$ cat config.mk
export PLATFORM = sky130hd
export DESIGN_NAME = jtag_tap_port
export DESIGN_NICKNAME = d
export VERILOG_FILES = /design/src/rtl/jtag_tap_pkg.sv /design/src/rtl/jtag_tap_rstsync.sv /design/src/rtl/jtag_tap_fsm.sv /design/src/rtl/jtag_tap_ir.sv /design/src/rtl/jtag_tap_dr.sv /design/src/rtl/jtag_tap_port.sv
export SDC_FILE = /design/constraint.sdc
export NUM_CORES = 1
export LEC_CHECK = 0
export ABC_CLOCK_PERIOD_IN_PS = 3200
export BUFFER_PORTS_ARGS = -buffer_cell sky130_fd_sc_hd__clkbuf_2
export CORE_MARGIN = 2
export CORE_UTILIZATION = 25
export DETAILED_ROUTE_END_ITERATION = 7
export HOLD_SLACK_MARGIN = 0.08
export PLACE_DENSITY = 0.45
export RECOVER_POWER = 100
export SLEW_MARGIN = 5
export SYNTH_ARGS = -nofsm -noshare
export SYNTH_HDL_FRONTEND = slang
export SYNTH_HIERARCHICAL = 1
export SYNTH_SLANG_ARGS = --single-unit
$ cat constraint.sdc
create_clock -name tck -period 3.2 [get_ports tck]
set_clock_uncertainty 0.15 [all_clocks]
set_input_delay 0.48 -clock tck [delete_from_list [all_inputs] [get_ports tck]]
set_output_delay 0.48 -clock tck [all_outputs]
set_load 0.05 [all_outputs]
$ cat src/rtl/jtag_tap_pkg.sv
package jtag_tap_pkg;
  localparam int IR_W = 2;
  localparam int ID_W = 32;
  localparam logic [IR_W-1:0] IR_CAPTURE_PAT = 2'b01;

  typedef enum logic [3:0] {
    ST_TLR, ST_RTI,
    ST_SEL_DR, ST_CAP_DR, ST_SH_DR, ST_EX1_DR, ST_PAU_DR, ST_EX2_DR, ST_UPD_DR,
    ST_SEL_IR, ST_CAP_IR, ST_SH_IR, ST_EX1_IR, ST_PAU_IR, ST_EX2_IR, ST_UPD_IR
  } tap_state_e;

  typedef enum logic [IR_W-1:0] {
    INS_EXTEST = 2'b00,
    INS_SAMPLE = 2'b01,
    INS_IDCODE = 2'b10,
    INS_BYPASS = 2'b11
  } tap_instr_e;
endpackage

$ cat src/rtl/jtag_tap_rstsync.sv
module jtag_tap_rstsync #(
  parameter int STAGES = 2
) (
  input  logic clk,
  input  logic arst_n,
  output logic rst_n
);
  logic [STAGES-1:0] sync_q;

  always_ff @(posedge clk or negedge arst_n) begin
    if (!arst_n) sync_q <= '0;
    else         sync_q <= {sync_q[STAGES-2:0], 1'b1};
  end

  assign rst_n = sync_q[STAGES-1];
endmodule

$ cat src/rtl/jtag_tap_fsm.sv
module jtag_tap_fsm
  import jtag_tap_pkg::*;
(
  input  logic       tck,
  input  logic       rst_n,
  input  logic       tms,
  output tap_state_e state
);
  tap_state_e state_q, state_d;

  always_comb begin
    state_d = state_q;
    case (state_q)
      ST_TLR:    state_d = tms ? ST_TLR    : ST_RTI;
      ST_RTI:    state_d = tms ? ST_SEL_DR : ST_RTI;
      ST_SEL_DR: state_d = tms ? ST_SEL_IR : ST_CAP_DR;
      ST_CAP_DR: state_d = tms ? ST_EX1_DR : ST_SH_DR;
      ST_SH_DR:  state_d = tms ? ST_EX1_DR : ST_SH_DR;
      ST_EX1_DR: state_d = tms ? ST_UPD_DR : ST_PAU_DR;
      ST_PAU_DR: state_d = tms ? ST_EX2_DR : ST_PAU_DR;
      ST_EX2_DR: state_d = tms ? ST_UPD_DR : ST_SH_DR;
      ST_UPD_DR: state_d = tms ? ST_SEL_DR : ST_RTI;
      ST_SEL_IR: state_d = tms ? ST_TLR    : ST_CAP_IR;
      ST_CAP_IR: state_d = tms ? ST_EX1_IR : ST_SH_IR;
      ST_SH_IR:  state_d = tms ? ST_EX1_IR : ST_SH_IR;
      ST_EX1_IR: state_d = tms ? ST_UPD_IR : ST_PAU_IR;
      ST_PAU_IR: state_d = tms ? ST_EX2_IR : ST_PAU_IR;
      ST_EX2_IR: state_d = tms ? ST_UPD_IR : ST_SH_IR;
      ST_UPD_IR: state_d = tms ? ST_SEL_DR : ST_RTI;
      default:   state_d = ST_TLR;
    endcase
  end

  always_ff @(posedge tck or negedge rst_n) begin
    if (!rst_n) state_q <= ST_TLR;
    else        state_q <= state_d;
  end

  assign state = state_q;
endmodule

$ cat src/rtl/jtag_tap_ir.sv
module jtag_tap_ir
  import jtag_tap_pkg::*;
(
  input  logic            tck,
  input  logic            rst_n,
  input  tap_state_e      state,
  input  logic            tdi,
  output logic [IR_W-1:0] ir_sr,
  output tap_instr_e      instr
);
  logic [IR_W-1:0] sr_q, sr_d;
  logic            sr_en;
  tap_instr_e      ins_q, ins_d;
  logic            ins_en;

  always_comb begin
    sr_en = 1'b0;
    sr_d  = sr_q;
    if (state == ST_CAP_IR) begin
      sr_en = 1'b1;
      sr_d  = IR_CAPTURE_PAT;
    end else if (state == ST_SH_IR) begin
      sr_en = 1'b1;
      sr_d  = {tdi, sr_q[IR_W-1:1]};
    end
  end

  always_comb begin
    ins_en = 1'b0;
    ins_d  = ins_q;
    if (state == ST_TLR) begin
      ins_en = 1'b1;
      ins_d  = INS_IDCODE;
    end else if (state == ST_UPD_IR) begin
      ins_en = 1'b1;
      ins_d  = tap_instr_e'(sr_q);
    end
  end

  always_ff @(posedge tck or negedge rst_n) begin
    if (!rst_n) begin
      sr_q  <= '0;
      ins_q <= INS_IDCODE;
    end else begin
      if (sr_en)  sr_q  <= sr_d;
      if (ins_en) ins_q <= ins_d;
    end
  end

  assign ir_sr = sr_q;
  assign instr = ins_q;
endmodule

$ cat src/rtl/jtag_tap_dr.sv
module jtag_tap_dr
  import jtag_tap_pkg::*;
#(
  parameter logic [ID_W-1:0] ID_VALUE = 32'h0000_0001
) (
  input  logic       tck,
  input  logic       rst_n,
  input  tap_state_e state,
  input  tap_instr_e instr,
  input  logic       tdi,
  output logic       byp_q,
  output logic       id_lsb
);
  logic            byp_d, byp_en;
  logic [ID_W-1:0] id_q, id_d;
  logic            id_en;

  always_comb begin
    byp_en = 1'b0;
    byp_d  = byp_q;
    if (instr == INS_BYPASS) begin
      if (state == ST_CAP_DR) begin
        byp_en = 1'b1;
        byp_d  = 1'b0;
      end else if (state == ST_SH_DR) begin
        byp_en = 1'b1;
        byp_d  = tdi;
      end
    end
  end

  always_comb begin
    id_en = 1'b0;
    id_d  = id_q;
    if (instr == INS_IDCODE) begin
      if (state == ST_CAP_DR) begin
        id_en = 1'b1;
        id_d  = ID_VALUE;
      end else if (state == ST_SH_DR) begin
        id_en = 1'b1;
        id_d  = {tdi, id_q[ID_W-1:1]};
      end
    end
  end

  always_ff @(posedge tck or negedge rst_n) begin
    if (!rst_n) begin
      byp_q <= 1'b0;
      id_q  <= '0;
    end else begin
      if (byp_en) byp_q <= byp_d;
      if (id_en)  id_q  <= id_d;
    end
  end

  assign id_lsb = id_q[0];
endmodule

$ cat src/rtl/jtag_tap_port.sv
module jtag_tap_port
  import jtag_tap_pkg::*;
#(
  parameter logic [3:0]  ID_VERSION = 4'h3,
  parameter logic [13:0] ID_PART    = 14'h2B6D,
  parameter logic [1:0]  ID_VARIANT = 2'h2,
  parameter logic [10:0] ID_MAKER   = 11'h49A,
  parameter int          SYNC_STAGES = 2
) (
  input  logic tck,
  input  logic trst_n,
  input  logic tms,
  input  logic tdi,
  input  logic bsr_so,
  output logic tdo,
  output logic tdo_en,
  output logic bsr_capture,
  output logic bsr_shift,
  output logic bsr_update,
  output logic bsr_extest
);
  localparam logic [ID_W-1:0] ID_VALUE = {ID_VERSION, ID_PART, ID_VARIANT, ID_MAKER, 1'b1};

  logic            rst_n_s;
  tap_state_e      state_q;
  tap_instr_e      instr_q;
  logic [IR_W-1:0] ir_sr;
  logic            byp_q, id_lsb;
  logic            bsel, shifting, tdo_d;
  logic            tdo_q, tdo_en_q;

  jtag_tap_rstsync #(.STAGES(SYNC_STAGES)) u_rst (
    .clk(tck), .arst_n(trst_n), .rst_n(rst_n_s)
  );

  jtag_tap_fsm u_fsm (
    .tck(tck), .rst_n(rst_n_s), .tms(tms), .state(state_q)
  );

  jtag_tap_ir u_ir (
    .tck(tck), .rst_n(rst_n_s), .state(state_q), .tdi(tdi),
    .ir_sr(ir_sr), .instr(instr_q)
  );

  jtag_tap_dr #(.ID_VALUE(ID_VALUE)) u_dr (
    .tck(tck), .rst_n(rst_n_s), .state(state_q), .instr(instr_q), .tdi(tdi),
    .byp_q(byp_q), .id_lsb(id_lsb)
  );

  assign bsel     = (instr_q == INS_EXTEST) || (instr_q == INS_SAMPLE);
  assign shifting = (state_q == ST_SH_IR) || (state_q == ST_SH_DR);

  always_comb begin
    tdo_d = tdo_q;
    if (state_q == ST_SH_IR) begin
      tdo_d = ir_sr[0];
    end else if (state_q == ST_SH_DR) begin
      case (instr_q)
        INS_BYPASS: tdo_d = byp_q;
        INS_IDCODE: tdo_d = id_lsb;
        default:    tdo_d = bsr_so;
      endcase
    end
  end

  always_ff @(negedge tck or negedge rst_n_s) begin
    if (!rst_n_s) begin
      tdo_q    <= 1'b0;
      tdo_en_q <= 1'b0;
    end else begin
      tdo_en_q <= shifting;
      if (shifting) tdo_q <= tdo_d;
    end
  end

  assign tdo         = tdo_q;
  assign tdo_en      = tdo_en_q;
  assign bsr_capture = bsel && (state_q == ST_CAP_DR);
  assign bsr_shift   = bsel && (state_q == ST_SH_DR);
  assign bsr_update  = bsel && (state_q == ST_UPD_DR);
  assign bsr_extest  = (instr_q == INS_EXTEST);
endmodule

After elaboration in Yosys (flattened, before gate mapping)
Index checks and enable logic that the tools add are counted.

Flip-flop bits (word level): 45. Bits of input ports: 5. Output and inout bits: 6. Word-level logic and storage cells: 77.

Eq/ne operators: 18. Multiplexer cells: 32. Reductions and logical operators: 19.

Operators by type and width (count): 2-to-1 mux 32 bit (2); one-hot mux 4 bit (12 select lines) (1); equality test 4 bit, second input constant (8); equality test 4 x 3 -> 1 bit, second input constant (4); 2-to-1 mux 4 bit (4); 2-to-1 mux 1 bit (15); 2-to-1 mux 2 bit (7); equality test 4 x 2 -> 1 bit, second input constant (2); nonzero test 2 bit (4); 2-to-1 mux 3 bit (2); AND reduction 2 bit (3); AND reduction 3 bit (2); equality test 2 bit, second input constant (2); equality test 4 x 1 -> 1 bit, second input constant (1); zero test 4 bit (1); OR reduction 2 bit (2); logical AND 1 bit (3); OR reduction 3 bit (1); equality test 2 x 1 -> 1 bit, second input constant (1); zero test 2 bit (1); logical OR 1 bit (2); one-hot mux 1 bit (2 select lines) (1).

Depth between registers and ports, before layout
Gate-level depths: netlist of the first run.

Depth after elaboration: 5. Gate-level depth with buffers: 5. Gate-level depth less buffers: 3.

Hierarchy
The synthesis of the first run kept the hierarchy.

By module, submodules not included: jtag_tap_dr (area an instance 1485.2 µm², cells an instance 129, sequential area each 825.8 µm², instances 1); jtag_tap_fsm (area an instance 314.1 µm², cells an instance 37, sequential area each 100.1 µm², instances 1); jtag_tap_ir (area an instance 195.2 µm², cells an instance 22, sequential area each 101.3 µm², instances 1); jtag_tap_port (area an instance 163.9 µm², cells an instance 19, sequential area each 50.0 µm², instances 1); jtag_tap_rstsync (area an instance 53.8 µm², cells an instance 3, sequential area each 50.0 µm², instances 1).

==> impl_metrics.yaml, run 1 <==
worst_hold_path:
  min_path_cells: 0
  hold_path_class: "reg -> reg"
  hp-start: "u_rst/sync_q[0]$_DFF_PN0_"
synthesis:
  synth_top_cells_by_count: "dfrtp_1, nor2_1, inv_1"
  synth_top_area_cell: "dfrtp_1"
  netlist_top_cells_area: "dfrtp_1, mux2i_1, nor2_1"
  syn_nets: 215
  synth_enable_flop_cells: 0
  yosys_most_used_dff: "dfrtp_1"
  ys_seq_elements: 45
  synthesis.area_um2: 2210
  async_reset_ff_frac: 1.00
  syn_avg_cell_area_um2: 10.5
  seq_area_frac_synth: 0.510
  synth-warning-count: 6
  synth.most_common_cell: "dfrtp_1"
  synthCells: 210
  ys_types: 47
  yosysTopAreaCellShare: 0.475
detailed_routing:
  dr.pass1.iters: 4
  drt_iter0_markers: 49
  wirelength_mm: 3.90
  vias: 1442
  vias_per_cell: 4.28
  final_antenna_net_count: 0
  routedWlPerCell_um: 11.6
  drc: 0
clock_tree:
  cts.clk_slew.worst_paths_ps: 80
  htreeDepth: 2
  clkSinkCount: 45
  cts_tree: "done"
  worstSkewPairLatency_ps: 290
  clock_path_buffers: 2
  cts-root-buf: "clkbuf_8"
  cts_made_buffers: 5
critical_path:
  r2r_cells: 3
  crit_buf_inv: 1
  worst-path-stages: 1
  path_delay_family: "flip-flops"
  cp_max_fo: 1
  crit-reg2reg-launch: "u_fsm/state[1]$_DFF_PN0_"
  crit_path_end_kind: "primary output"
  cp.required_ps: 2570
  path_class: "reg -> out"
  crit_start: "tdo_en$_DFF_NN0_"
  cp.arrival_ps: 2530
  start_kind: "flop"
  worst_path_max_delay_cell: "dfrtn_1"
  critical_path.cell_chain: "buf_2"
  cpPeakStageDelay_ps: 380
cells_and_area:
  finalNonFillerCells: 337
  antenna_cells: 0
  final_nets: 233
  area_delta_synth_final_pct: 12.6
  drive_above_1_share: 0.157
  final_area_um2: 2490
pwr:
  total_power_mw: 2.53
  vdd_drop_max_mv: 0.282
  power_leakage_nw: 1.11
  pwr_density_cell_nw_per_um2: 1020
run_status:
  status: "finished with violations"
  violations: "capacitance limit, slew limit"
global_route:
  grt_max_degree: 42
  grt_pass1_wl_mm: 6.89
  grt_pass1_vias: 1444
  grt.overflow.total: 0
  antenna_found_initial: 0
  grtUsageTotal: 0.0871
timing:
  setup_viol: 0
  setup_tns_ps: 0
  rsz0062_at_grt: "false"
  tightest_slew_ps: 2260
  slew_headroom: -0.504
  drv_slew: 42
  hold_violations: 0
floorplanning:
  io_pins: 11
  die_x_um: 98.1
  die_area_um2: 9620
  die-height_um: 98.1
  start_util: 0.256
  core_um2: 8640
  rows: 34
place:
  hpwl_mm: 2.47
  place_congestion: 0.706
  port_buffers: 10
  dp.cells: 328
  place_area_um2: 2410
job:
  drv_cap: 1
-- path summary, 6_finish.rpt --
check	to	slack, ps
worst max register to register	tdo$_DFFE_NN0P_	160
min in group asynchronous	u_rst/sync_q[1]$_DFF_PN0_	360
worst min-delay path	u_rst/sync_q[1]$_DFF_PN0_	210
max in group asynchronous	u_ir/instr[0]$_DFFE_PN0P_	630
worst max-delay path	tdo_en	40
worst min register to register	u_rst/sync_q[1]$_DFF_PN0_	210
-- state kept, by name, summed over array words and instances (netlist names) --
signal / flops
tdo: 1
tdo_en: 1
u_dr/byp_q: 1
u_dr/id_q: 32
u_fsm/state: 4
u_ir/instr: 2
u_ir/ir_sr: 2
u_rst/sync_q: 2
-- cells by family (layout without fill, tap and decap cells) --
kind of cell / Yosys count / in the layout / share of synthesized area
other: 1 / 1 / 0.00170
buffers and inverters: 34 / 53 / 0.0741
DFF: 45 / 45 / 0.510
and+or+nand+nor: 70 / 70 / 0.165
AOI/OAI and AO/OA: 25 / 25 / 0.0820
muxes: 35 / 35 / 0.167
-- layout by cell type (no fill, tap or decap), types with 2 or more instances in the layout --
cell	n
mux2i_1	19
inv_1	25
clkbuf_1	7
a211oi_1	2
dfrtn_1	2
or3_1	2
clkinv_2	2
dfrtp_1	42
nor2b_1	4
buf_4	6
or2_2	2
clkbuf_2	4
a21oi_1	8
nand2_1	8
a31oi_1	2
nand3b_1	2
o21ai_0	4
nor3_1	4
mux2_2	8
clkbuf_8	5
and2b_2	2
nor2_1	33
mux2_1	8
-- power by group --
group	switching [mW]	total, mW	internal (mW)
sequential	0.119	0.969	0.850
combinational	0.664	1.22	0.557
clock	0.191	0.342	0.151
total	0.974	2.53	1.56
-- layer usage --
layer | wire length (um) | global-route usage | vias to the layer above
li1 | - | - | 738
met1 | 2030 | 0.120 | 690
met3 | 78 | 0.0229 | 4
met2 | 1750 | 0.135 | 10
met4 | 39 | 0.0256 | 0
met5 | 0 | 0 | -
-- timing repair --
item                                   CTS  global route
resized for setup                        1             2
endpoints found under the hold margin    2             0
hold buffers                             1             0
buffers inserted                         0             0
setup endpoints to repair                1             2
-- cell type report --
cell class	instances	area [um2]
sequential	45	1130
fill	930	6150
clock buffer	5	68.8
tap	108	135
inverter	25	93.8
multi-input combinational	131	921
timing repair buffer	20	126
clock inverter	3	17.5
-- per-stage QoR --
| step | setup WS [ps] | util | hold slack (ps) |
|---|---|---|---|
| 2_1_floorplan | 3.42 | - | 34.4 |
| 3_5_place_dp | 159 | 0.279 | 120 |
| 5_1_grt | 3.98 | 0.288 | 223 |
| 4_1_cts | 4.61 | 0.290 | 206 |
| 3_3_place_gp | 171 | 0.279 | 120 |
| 6_report | 38.9 | 0.288 | 205 |
(Power assumes the default switching activity.)
==> run 2, diff against run 1 <==
==> constraint.sdc (replaced) <==
create_clock -name tck -period 3.2 [get_ports tck]
set_clock_uncertainty 0.15 [all_clocks]
set_input_delay 0.8 -clock tck [delete_from_list [all_inputs] [get_ports tck]]
set_output_delay 0.8 -clock tck [all_outputs]
set_load 0.05 [all_outputs]
==> impl_metrics.yaml, run 2 (same netlist as run 1, synthesis figures left out) <==
timing:
  slew_headroom: -0.531
  fin_ws_ps: -251
  rsz0062_at_grt: "true"
  tightest_slew_ps: 2300
  setup_viol: 2
  fin_hold_ws_ps: 126
  drv_slew: 42
  hold_violations: 0
floorplanning:
  start_util: 0.256
  rows: 34
  die_area_um2: 9620
  die_x_um: 98.1
  io_pins: 11
  core_um2: 8640
  die-height_um: 98.1
place:
  dp.cells: 328
  place_congestion: 0.688
  port_buffers: 10
  hpwl_mm: 2.42
critical_path:
  path_delay_family: "flip-flops"
  start_kind: "flop"
  path_class: "reg -> out"
  crit_path_end_kind: "primary output"
  crit-reg2reg-launch: "u_fsm/state[1]$_DFF_PN0_"
  cp_max_fo: 2
  cpPeakStageDelay_ps: 460
  critical_path.cell_chain: "buf_12"
  cp.arrival_ps: 2500
  cp.required_ps: 2250
  crit_buf_inv: 1
  r2r_cells: 3
  r2r_slack_ps: 100
  rr_endpoint: "tdo$_DFFE_NN0P_"
  worst_path_max_delay_cell: "dfrtn_1"
detailed_routing:
  drt_iter0_markers: 36
  final_antenna_net_count: 0
  dr.pass1.iters: 4
  drc: 0
  wirelength_mm: 3.94
  routedWlPerCell_um: 11.7
  vias: 1449
  vias_per_cell: 4.31
cells_and_area:
  drive_above_1_share: 0.158
  multiInputGateArea_um2: 917
  fillCellCount: 932
  regMostFlops: "u_dr/id_q"
  area_delta_synth_final_pct: 13.0
  mostFrequentLayoutCells: "dfrtp_1, nor2_1, inv_1"
  layout_commonest_cell: "dfrtp_1"
  largest_register_ffs: 32
  antenna_cells: 0
  regArea_um2: 1130
  final_nets: 232
  finalNonFillerCells: 336
clock_tree:
  cts_made_buffers: 5
  worstSkewPairLatency_ps: 290
  clkSinkCount: 45
  cts_tree: "done"
  clock_path_buffers: 2
  cts-root-buf: "clkbuf_8"
  cts.clk_slew.worst_paths_ps: 80
  post_cts_buffers: 0
  htreeDepth: 2
run_status:
  violations: "capacitance limit, slew limit, setup timing"
  status: "finished with violations"
global_route:
  grt_pass1_wl_mm: 6.99
  grt_pass1_vias: 1504
  grt.overflow.total: 0
  grtUsageTotal: 0.0887
  antenna_found_initial: 0
  grt_max_degree: 42
job:
  drv_cap: 1
pwr:
  power_leakage_nw: 1.12
  pwr_density_cell_nw_per_um2: 1030
  total_power_mw: 2.57
  vdd_drop_max_mv: 0.313
worst_hold_path:
  hold_path_class: "in -> async"
==> run 2: cell count changes in the layout (fill, tap and decap cells not counted), sizes merged <==
cell / delta
clkbuf: +2
clkinv: -2
dlygate4sd3: -1
==> run 2: layer usage <==
metal / global-route usage / up-vias / wire (um) / part of all wire
met4: 0.0385 / 0 / 69 / 0.017
met3: 0.0222 / 7 / 113 / 0.029
li1: - / 734 / - / -
met2: 0.146 / 12 / 1870 / 0.47
met5: 0 / - / 0 / 0
met1: 0.110 / 696 / 1900 / 0.48
==> run 2: worst max path at each step <==
stage | cells after the start | endpoint | slack, ps | startpoint
global placement | 4 | tdo$_DFFE_NN0P_ | -70 | bsr_so
global route | 1 | tdo | -280 | tdo$_DFFE_NN0P_
detailed placement | 4 | tdo$_DFFE_NN0P_ | -70 | bsr_so
floorplan | 0 | tdo | -20 | tdo$_DFFE_NN0P_
CTS | 1 | tdo | -270 | tdo$_DFFE_NN0P_
finish | 1 | tdo | -250 | tdo$_DFFE_NN0P_
==> run 2: repair_timing <==
item | 4_1_cts | 5_1_grt
hold buffers | 0 | 0
gates resized for setup | 2 | 1
setup endpoints to repair | 2 | 2
==> run 2: area by class of cell <==
| class | instances | area share |
|---|---|---|
| sequential | 45 | 0.451 |
| multi-input combinational | 131 | 0.367 |
| timing repair buffer | 19 | 0.0571 |
| tap | 108 | 0.0541 |
| inverter | 25 | 0.0375 |
| clock buffer | 7 | 0.0305 |
| clock inverter | 1 | 0.00300 |
==> run 2: per-stage QoR <==
| stage | setup WS, ps | util | setup TNS [ps] | cell area [um2] |
|---|---|---|---|---|
| 3_3_place_gp | -74.3 | 0.281 | -74.3 | 2420 |
| 5_1_grt | -283 | 0.289 | -532 | 2500 |
| 6_report | -251 | 0.289 | -464 | 2500 |
| 4_1_cts | -265 | 0.291 | -497 | 2520 |
| 2_1_floorplan | -15.4 | - | -16.7 | 2210 |
| 3_5_place_dp | -74.3 | 0.281 | -74.3 | 2420 |
==> run 2: where the power goes <==
group          total [mW]  internal (mW)  switching [mW]
Sequential          0.981          0.850           0.130
Clock               0.346          0.155           0.191
Combinational        1.24          0.578           0.661
